<file path="src/rtl/vl_policer_pkg.sv">
package vl_policer_pkg;

  localparam int BAG_W   = 8;
  localparam int BAG_MAX = 128;

  typedef enum logic [1:0] {
    VD_PASS     = 2'd0,
    VD_RATE     = 2'd1,
    VD_OVERSIZE = 2'd2,
    VD_UNKNOWN  = 2'd3
  } verdict_e;

  // keep the stored gap in 1..BAG_MAX
  function automatic logic [BAG_W-1:0] clamp_bag(input logic [BAG_W-1:0] b);
    if (b == '0)
      return BAG_W'(1);
    else if (b > BAG_W'(BAG_MAX))
      return BAG_W'(BAG_MAX);
    else
      return b;
  endfunction

  // acceptance threshold after jitter allowance, floored at zero
  function automatic logic [BAG_W-1:0] gap_threshold(input logic [BAG_W-1:0] bag,
                                                     input logic [BAG_W-1:0] jit);
    if (bag > jit)
      return bag - jit;
    else
      return '0;
  endfunction

endpackage

</file>
<file path="src/rtl/vl_timebase.sv">
module vl_timebase #(
  parameter int TS_W     = 16,
  parameter int TICK_DIV = 100
) (
  input  logic            clk,
  input  logic            rst,
  output logic [TS_W-1:0] now
);

  generate
    if (TICK_DIV <= 1) begin : g_direct
      always_ff @(posedge clk) begin
        if (rst) now <= '0;
        else     now <= now + 1'b1;
      end
    end else begin : g_prescale
      localparam int PW = $clog2(TICK_DIV);
      logic [PW-1:0] pre_q;
      always_ff @(posedge clk) begin
        if (rst) begin
          pre_q <= '0;
          now   <= '0;
        end else if (pre_q == PW'(TICK_DIV - 1)) begin
          pre_q <= '0;
          now   <= now + 1'b1;
        end else begin
          pre_q <= pre_q + 1'b1;
        end
      end
    end
  endgenerate

endmodule

</file>
<file path="src/rtl/vl_key_extract.sv">
module vl_key_extract #(
  parameter int IDX_W = 4,
  parameter int LEN_W = 11
) (
  input  logic             clk,
  input  logic             rst,
  input  logic             fs_valid,
  input  logic [15:0]      fs_dmac_lo,
  input  logic [LEN_W-1:0] fs_len,
  output logic             s1_valid,
  output logic [IDX_W-1:0] s1_idx,
  output logic             s1_outrange,
  output logic [LEN_W-1:0] s1_len
);

  always_ff @(posedge clk) begin
    if (rst) s1_valid <= 1'b0;
    else     s1_valid <= fs_valid;
  end

  always_ff @(posedge clk) begin
    s1_idx      <= fs_dmac_lo[IDX_W-1:0];
    s1_outrange <= (fs_dmac_lo[15:IDX_W] != '0);
    s1_len      <= fs_len;
  end

endmodule

</file>
<file path="src/rtl/vl_rate_table.sv">
module vl_rate_table
  import vl_policer_pkg::*;
#(
  parameter int NUM_LINKS = 16,
  parameter int IDX_W     = 4,
  parameter int TS_W      = 16,
  parameter int LEN_W     = 11
) (
  input  logic             clk,
  input  logic             rst,
  input  logic [TS_W-1:0]  now,
  input  logic             s1_valid,
  input  logic [IDX_W-1:0] s1_idx,
  input  logic             s1_outrange,
  input  logic [LEN_W-1:0] s1_len,
  input  logic             cfg_we,
  input  logic [IDX_W-1:0] cfg_link,
  input  logic             cfg_en,
  input  logic [BAG_W-1:0] cfg_bag,
  input  logic [LEN_W-1:0] cfg_maxlen,
  input  logic             jit_we,
  input  logic [BAG_W-1:0] jit_val,
  output logic             dec_valid,
  output logic             dec_fwd,
  output logic [IDX_W-1:0] dec_link,
  output verdict_e         dec_verdict
);

  logic [NUM_LINKS-1:0] en_q;
  logic [NUM_LINKS-1:0] primed_q;
  logic [BAG_W-1:0]     bag_q    [NUM_LINKS];
  logic [LEN_W-1:0]     maxlen_q [NUM_LINKS];
  logic [TS_W-1:0]      last_q   [NUM_LINKS];
  logic [BAG_W-1:0]     jit_q;
  logic [IDX_W-1:0]     scrub_ptr;

  logic [TS_W-1:0]  elapsed;
  logic [BAG_W-1:0] thr;
  verdict_e         verdict;
  logic [TS_W-1:0]  scrub_age;
  logic             scrub_stale;
  logic             accept;

  // decision for the frame held in stage 1
  always_comb begin
    elapsed = now - last_q[s1_idx];
    thr     = gap_threshold(bag_q[s1_idx], jit_q);
    if (s1_outrange || !en_q[s1_idx])
      verdict = VD_UNKNOWN;
    else if (s1_len > maxlen_q[s1_idx])
      verdict = VD_OVERSIZE;
    else if (primed_q[s1_idx] && (elapsed < TS_W'(thr)))
      verdict = VD_RATE;
    else
      verdict = VD_PASS;
  end

  assign accept = s1_valid && (verdict == VD_PASS);

  // background sweep: forget histories older than any legal gap
  assign scrub_age   = now - last_q[scrub_ptr];
  assign scrub_stale = primed_q[scrub_ptr] && (scrub_age > TS_W'(BAG_MAX));

  always_ff @(posedge clk) begin
    if (rst) scrub_ptr <= '0;
    else     scrub_ptr <= scrub_ptr + 1'b1;
  end

  always_ff @(posedge clk) begin
    if (rst) begin
      dec_valid   <= 1'b0;
      dec_fwd     <= 1'b0;
      dec_link    <= '0;
      dec_verdict <= VD_PASS;
    end else begin
      dec_valid   <= s1_valid;
      dec_fwd     <= accept;
      dec_link    <= s1_idx;
      dec_verdict <= verdict;
    end
  end

  always_ff @(posedge clk) begin
    if (rst) begin
      primed_q <= '0;
    end else begin
      if (scrub_stale) primed_q[scrub_ptr] <= 1'b0;
      if (accept)      primed_q[s1_idx]    <= 1'b1;
      if (cfg_we)      primed_q[cfg_link]  <= 1'b0;
    end
  end

  always_ff @(posedge clk) begin
    if (accept) last_q[s1_idx] <= now;
  end

  always_ff @(posedge clk) begin
    if (rst)         en_q <= '0;
    else if (cfg_we) en_q[cfg_link] <= cfg_en;
  end

  always_ff @(posedge clk) begin
    if (cfg_we) begin
      bag_q[cfg_link]    <= clamp_bag(cfg_bag);
      maxlen_q[cfg_link] <= cfg_maxlen;
    end
  end

  always_ff @(posedge clk) begin
    if (rst)         jit_q <= '0;
    else if (jit_we) jit_q <= jit_val;
  end

endmodule

</file>
<file path="src/rtl/vl_drop_counters.sv">
module vl_drop_counters #(
  parameter int NUM_LINKS = 16,
  parameter int IDX_W     = 4,
  parameter int CNT_W     = 16
) (
  input  logic             clk,
  input  logic             rst,
  input  logic             ev_drop,
  input  logic             ev_unknown,
  input  logic [IDX_W-1:0] ev_link,
  input  logic             clr_we,
  input  logic [IDX_W-1:0] clr_link,
  input  logic             rd_en,
  input  logic [IDX_W:0]   rd_addr,
  output logic             rd_valid,
  output logic [CNT_W-1:0] rd_data
);

  localparam logic [CNT_W-1:0] CNT_TOP = {CNT_W{1'b1}};

  logic [CNT_W-1:0] cnt_q [NUM_LINKS];
  logic [CNT_W-1:0] unk_q;

  always_ff @(posedge clk) begin
    if (rst) begin
      for (int i = 0; i < NUM_LINKS; i++) cnt_q[i] <= '0;
    end else begin
      if (ev_drop && !ev_unknown && (cnt_q[ev_link] != CNT_TOP))
        cnt_q[ev_link] <= cnt_q[ev_link] + 1'b1;
      if (clr_we)
        cnt_q[clr_link] <= '0;
    end
  end

  always_ff @(posedge clk) begin
    if (rst)
      unk_q <= '0;
    else if (ev_drop && ev_unknown && (unk_q != CNT_TOP))
      unk_q <= unk_q + 1'b1;
  end

  always_ff @(posedge clk) begin
    if (rst) rd_valid <= 1'b0;
    else     rd_valid <= rd_en;
  end

  always_ff @(posedge clk) begin
    if (rd_en) rd_data <= rd_addr[IDX_W] ? unk_q : cnt_q[rd_addr[IDX_W-1:0]];
  end

endmodule

</file>
<file path="src/rtl/vl_policer.sv">
module vl_policer
  import vl_policer_pkg::*;
#(
  parameter int NUM_LINKS = 16,
  parameter int TS_W      = 16,
  parameter int TICK_DIV  = 100,
  parameter int LEN_W     = 11,
  parameter int CNT_W     = 16,
  localparam int IDX_W    = $clog2(NUM_LINKS)
) (
  input  logic             clk,
  input  logic             rst,
  input  logic             fs_valid,
  input  logic [15:0]      fs_dmac_lo,
  input  logic [LEN_W-1:0] fs_len,
  input  logic             cfg_we,
  input  logic [IDX_W-1:0] cfg_link,
  input  logic             cfg_en,
  input  logic [BAG_W-1:0] cfg_bag,
  input  logic [LEN_W-1:0] cfg_maxlen,
  input  logic             jit_we,
  input  logic [BAG_W-1:0] jit_val,
  input  logic             rd_en,
  input  logic [IDX_W:0]   rd_addr,
  output logic             dec_valid,
  output logic             dec_fwd,
  output logic [IDX_W-1:0] dec_link,
  output logic             rd_valid,
  output logic [CNT_W-1:0] rd_data
);

  logic [TS_W-1:0]  now;
  logic             s1_valid;
  logic [IDX_W-1:0] s1_idx;
  logic             s1_outrange;
  logic [LEN_W-1:0] s1_len;
  verdict_e         dec_verdict;

  vl_timebase #(.TS_W(TS_W), .TICK_DIV(TICK_DIV)) u_time (
    .clk (clk),
    .rst (rst),
    .now (now)
  );

  vl_key_extract #(.IDX_W(IDX_W), .LEN_W(LEN_W)) u_key (
    .clk         (clk),
    .rst         (rst),
    .fs_valid    (fs_valid),
    .fs_dmac_lo  (fs_dmac_lo),
    .fs_len      (fs_len),
    .s1_valid    (s1_valid),
    .s1_idx      (s1_idx),
    .s1_outrange (s1_outrange),
    .s1_len      (s1_len)
  );

  vl_rate_table #(
    .NUM_LINKS(NUM_LINKS), .IDX_W(IDX_W), .TS_W(TS_W), .LEN_W(LEN_W)
  ) u_table (
    .clk         (clk),
    .rst         (rst),
    .now         (now),
    .s1_valid    (s1_valid),
    .s1_idx      (s1_idx),
    .s1_outrange (s1_outrange),
    .s1_len      (s1_len),
    .cfg_we      (cfg_we),
    .cfg_link    (cfg_link),
    .cfg_en      (cfg_en),
    .cfg_bag     (cfg_bag),
    .cfg_maxlen  (cfg_maxlen),
    .jit_we      (jit_we),
    .jit_val     (jit_val),
    .dec_valid   (dec_valid),
    .dec_fwd     (dec_fwd),
    .dec_link    (dec_link),
    .dec_verdict (dec_verdict)
  );

  vl_drop_counters #(
    .NUM_LINKS(NUM_LINKS), .IDX_W(IDX_W), .CNT_W(CNT_W)
  ) u_cnt (
    .clk        (clk),
    .rst        (rst),
    .ev_drop    (dec_valid && !dec_fwd),
    .ev_unknown (dec_verdict == VD_UNKNOWN),
    .ev_link    (dec_link),
    .clr_we     (cfg_we),
    .clr_link   (cfg_link),
    .rd_en      (rd_en),
    .rd_addr    (rd_addr),
    .rd_valid   (rd_valid),
    .rd_data    (rd_data)
  );

endmodule

</file>
<file path="config.mk">
export PLATFORM = sky130hd
export DESIGN_NAME = vl_policer
export DESIGN_NICKNAME = d
export VERILOG_FILES = /design/src/rtl/vl_policer_pkg.sv /design/src/rtl/vl_timebase.sv /design/src/rtl/vl_key_extract.sv /design/src/rtl/vl_rate_table.sv /design/src/rtl/vl_drop_counters.sv /design/src/rtl/vl_policer.sv
export SDC_FILE = /design/constraint.sdc
export NUM_CORES = 2
export LEC_CHECK = 0
export ABC_CLOCK_PERIOD_IN_PS = 7400
export BUFFER_PORTS_ARGS = -buffer_cell sky130_fd_sc_hd__buf_2
export CAP_MARGIN = 20
export CORE_UTILIZATION = 30
export CTS_BUF_LIST = sky130_fd_sc_hd__clkbuf_16
export CTS_CLUSTER_DIAMETER = 60
export DETAILED_ROUTE_END_ITERATION = 8
export HOLD_SLACK_MARGIN = 0.06
export PLACE_DENSITY_LB_ADDON = 0.1
export SETUP_SLACK_MARGIN = 0.15
export SLEW_MARGIN = 25
export SYNTH_ARGS = -nofsm -noshare
export SYNTH_HDL_FRONTEND = slang
export SYNTH_SLANG_ARGS = --single-unit
</file>
<file path="constraint.sdc">
create_clock -name clk -period 7.4 [get_ports clk]
set_input_delay 1.11 -clock clk [delete_from_list [all_inputs] [get_ports clk]]
set_output_delay 1.11 -clock clk [all_outputs]
set_load 0.01 [all_outputs]
</file>
==> flow_summary.ini <==
[outcome]
outcome = finished, final reports clean

[floorplanning]
fp-row-count = 138
start_util_pct = 30.3
die_y_um = 381
coreArea_um2 = 142000
dieArea_um2 = 145000
pin_count = 93
dieWidth_um = 381

[critical_path]
endpoint_kind = register
cpPeakStageDelay_ns = 0.86
critical_path.top_delay_family = compound AO/OA/AOI/OAI gates
critical_path.cell_chain = buf_12, buf_12, buf_4, mux4_2, mux4_2, inv_1, ha_1, a21oi_1, o21ai_0, xor2_1, ha_1, nand4_1, a21oi_1, a2111oi_0, nand3_1, a2111oi_0, nand3_1, o21ai_1, nor2_2, buf_4
crit_arrival_ns = 7.20
cp-start-kind = register
slowest_stage = o21ai_1
critPathBufInv = 5
worstSetupPathType = register to register
critPathMaxFanout = 30
crit_required_ns = 7.83

[sta]
timing.fmax_ghz = 0.148
rsz0062_at_grt = false
slew_viol_final = 0
finalCriticalPeriod_ns = 6.77
post-route-period-util_pct = 91.5
tns_ns = 0
clock_skew_ns = 0.0481
hold_viol_final = 0
setup_violations = 0
fin_ws_ns = 0.630
hold_slack_ns = 0.457
worst_pin_slew_ns = 1.03
relSlewSlack_pct = 31.1

[global_route]
grt_usage_pct = 19.6
grt_first_pass_wirelength_um = 206000
grt_pass1_vias = 27700
grt_overflow = 0
antenna_found_initial = 4
grt_max_degree = 74

[clock_network]
clk_latency_ns = 0.74
cts_tree = yes
cts_buffers = 115
cts_resized = 0
clock_sinks = 941
clockBufferDepth = 3
clk_pin_slew_ns = 0.06
root_buffer = clkbuf_16
post_cts_buffers = 0
cts_hold_buf = 0
ctsHtreeMaxLevel = 3

[pwr]
power_leakage_nw = 16.5
ir_drop_mv = 0.207
powerDensity_nw_per_um2 = 243

[synth]
yosys-top-cells-count = edfxtp_1, mux4_2, dfxtp_1
netlist_top_cells_area = edfxtp_1, mux4_2, dfxtp_1
syn-num-nets = 2907
netlist.area_leader.share_pct = 40.2
ys_async_sr_fraction_pct = 0
synth_edf_count = 576
ys_warn_count = 0
synthMostInstantiatedCell = edfxtp_1
synth_top_flop_cell = edfxtp_1
syn_area_per_cell_um2 = 15.5
synth_seq_cells = 941
yosysSeqAreaShare_pct = 57.2
ys_types = 70
syn_area_um2 = 43000
yosysTopAreaCell = edfxtp_1
postSynthCellCount = 2770

[cells_and_area]
fin_nets = 3037
drive_gt1_share_pct = 28.6
fill_cells = 13600
areaGrowthSynthToFinish_pct = 16.0

[detailed_routing]
avgViaCountPerCell = 5.48
drc = 0
drtPass1Iterations = 7
wire_per_inst_um = 29.4
drt-total-wl_um = 144000
ant_nets = 0
first_iter_violations = 2089
vias = 26800

[placed_design]
portBuffers = 92
gp_congestion = 0.830
place_hpwl_um = 89500
dpl_worst_slack_ns = 0.600

[flow_run]
maxCapViolations = 0

[hold_path]
hp-class = register to register
==> sequential cells by signal (all words and copies together), names as in the netlist, 128 cells and up <==
| signal | cells |
|---|---|
| u_table.maxlen_q | 176 |
| u_table.bag_q | 128 |
| u_cnt.cnt_q | 256 |
| u_table.last_q | 256 |
==> stage by stage <==
stage                     std cells  total power [W]  util [%]  instance area [µm²]
after global routing           4888           0.0125      35.2                49900
after global placement         4673          0.00663      32.4                46000
final                          4892           0.0121      35.2                49900
after CTS                      4888           0.0123      35.2                49900
after floorplan                2770          0.00629         -                43000
after detailed placement       4673          0.00664      32.5                46100
==> layout by cell type, fill, tap and decap left out, drive strengths merged, types with 37 or more instances in the layout <==
| cell | synthesis | routed |
|---|---|---|
| nand2 | 159 | 159 |
| nor2 | 133 | 133 |
| ha | 64 | 64 |
| a21oi | 48 | 48 |
| xor2 | 37 | 37 |
| edfxtp | 576 | 576 |
| clkinv | 0 | 41 |
| nand3 | 45 | 45 |
| nor2b | 37 | 37 |
| mux4 | 427 | 427 |
| o21ai | 121 | 121 |
| dfxtp | 365 | 365 |
| clkbuf | 120 | 115 |
| buf | 64 | 197 |
| o2bb2ai | 163 | 163 |
| inv | 84 | 125 |
==> report_power, final <==
| part | switching (W) | internal (W) |
|---|---|---|
| sequential | 0.0000696 | 0.00558 |
| combinational | 0.000507 | 0.000356 |
| clock | 0.00234 | 0.00326 |
==> final timing paths <==
path | from | to | slack (ns) | cells after the start
max | u_key.s1_idx[0] | u_table.last_q[4][14] | 0.63 | 20
max reg2reg | u_key.s1_idx[0] | u_table.last_q[4][14] | 0.63 | 20
min reg2reg | u_time.g_prescale.pre_q[0] | u_time.g_prescale.pre_q[0] | 0.46 | 1
min | u_time.g_prescale.pre_q[0] | u_time.g_prescale.pre_q[0] | 0.46 | 1
==> worst register-to-register path, stage by stage, from the launching register on <==
cell	delay (ns)
dfxtp_4	0.63
buf_12	0.33
buf_12	0.32
buf_4	0.33
mux4_2	0.58
mux4_2	0.47
inv_1	0.13
ha_1	0.30
a21oi_1	0.18
o21ai_0	0.13
xor2_1	0.16
ha_1	0.29
nand4_1	0.11
a21oi_1	0.06
a2111oi_0	0.37
nand3_1	0.11
a2111oi_0	0.31
nand3_1	0.48
o21ai_1	0.86
nor2_2	0.05
buf_4	0.25
==> final cells by class <==
class / count / area [µm²] / share of cell area, %
sequential: 941 / 24600 / 49.3
multi-input combinational: 1561 / 17500 / 35.1
tap: 1890 / 2360 / 4.74
timing repair buffer: 197 / 1290 / 2.59
inverter: 84 / 315 / 0.631
clock inverter: 100 / 917 / 1.84
clock buffer: 115 / 2880 / 5.76
antenna: 4 / 10.0 / 0.0200
==> layer usage <==
layer / vias up / share of wire [%] / track usage, %
met5: - / 0 / 0
met4: 0 / 3.3 / 6.51
met3: 258 / 5.2 / 3.06
met2: 936 / 48 / 32.0
met1: 14200 / 44 / 26.6
li1: 11400 / - / -
==> cells by family (layout without fill, tap and decap cells) <==
group	count (synthesis)	after routing	synth area share, %
AOI/OAI and AO/OA	436	436	7.35
xor gates and xnor gates	68	68	1.38
adders and majority gates	67	67	2.00
buffers and inverters	268	496	2.66
DFF	941	941	57.2
muxes	473	473	23.7
other	0	4	0
and+or+nand+nor	517	517	5.73
No activity file was read; power rests on OpenSTA's default activity.
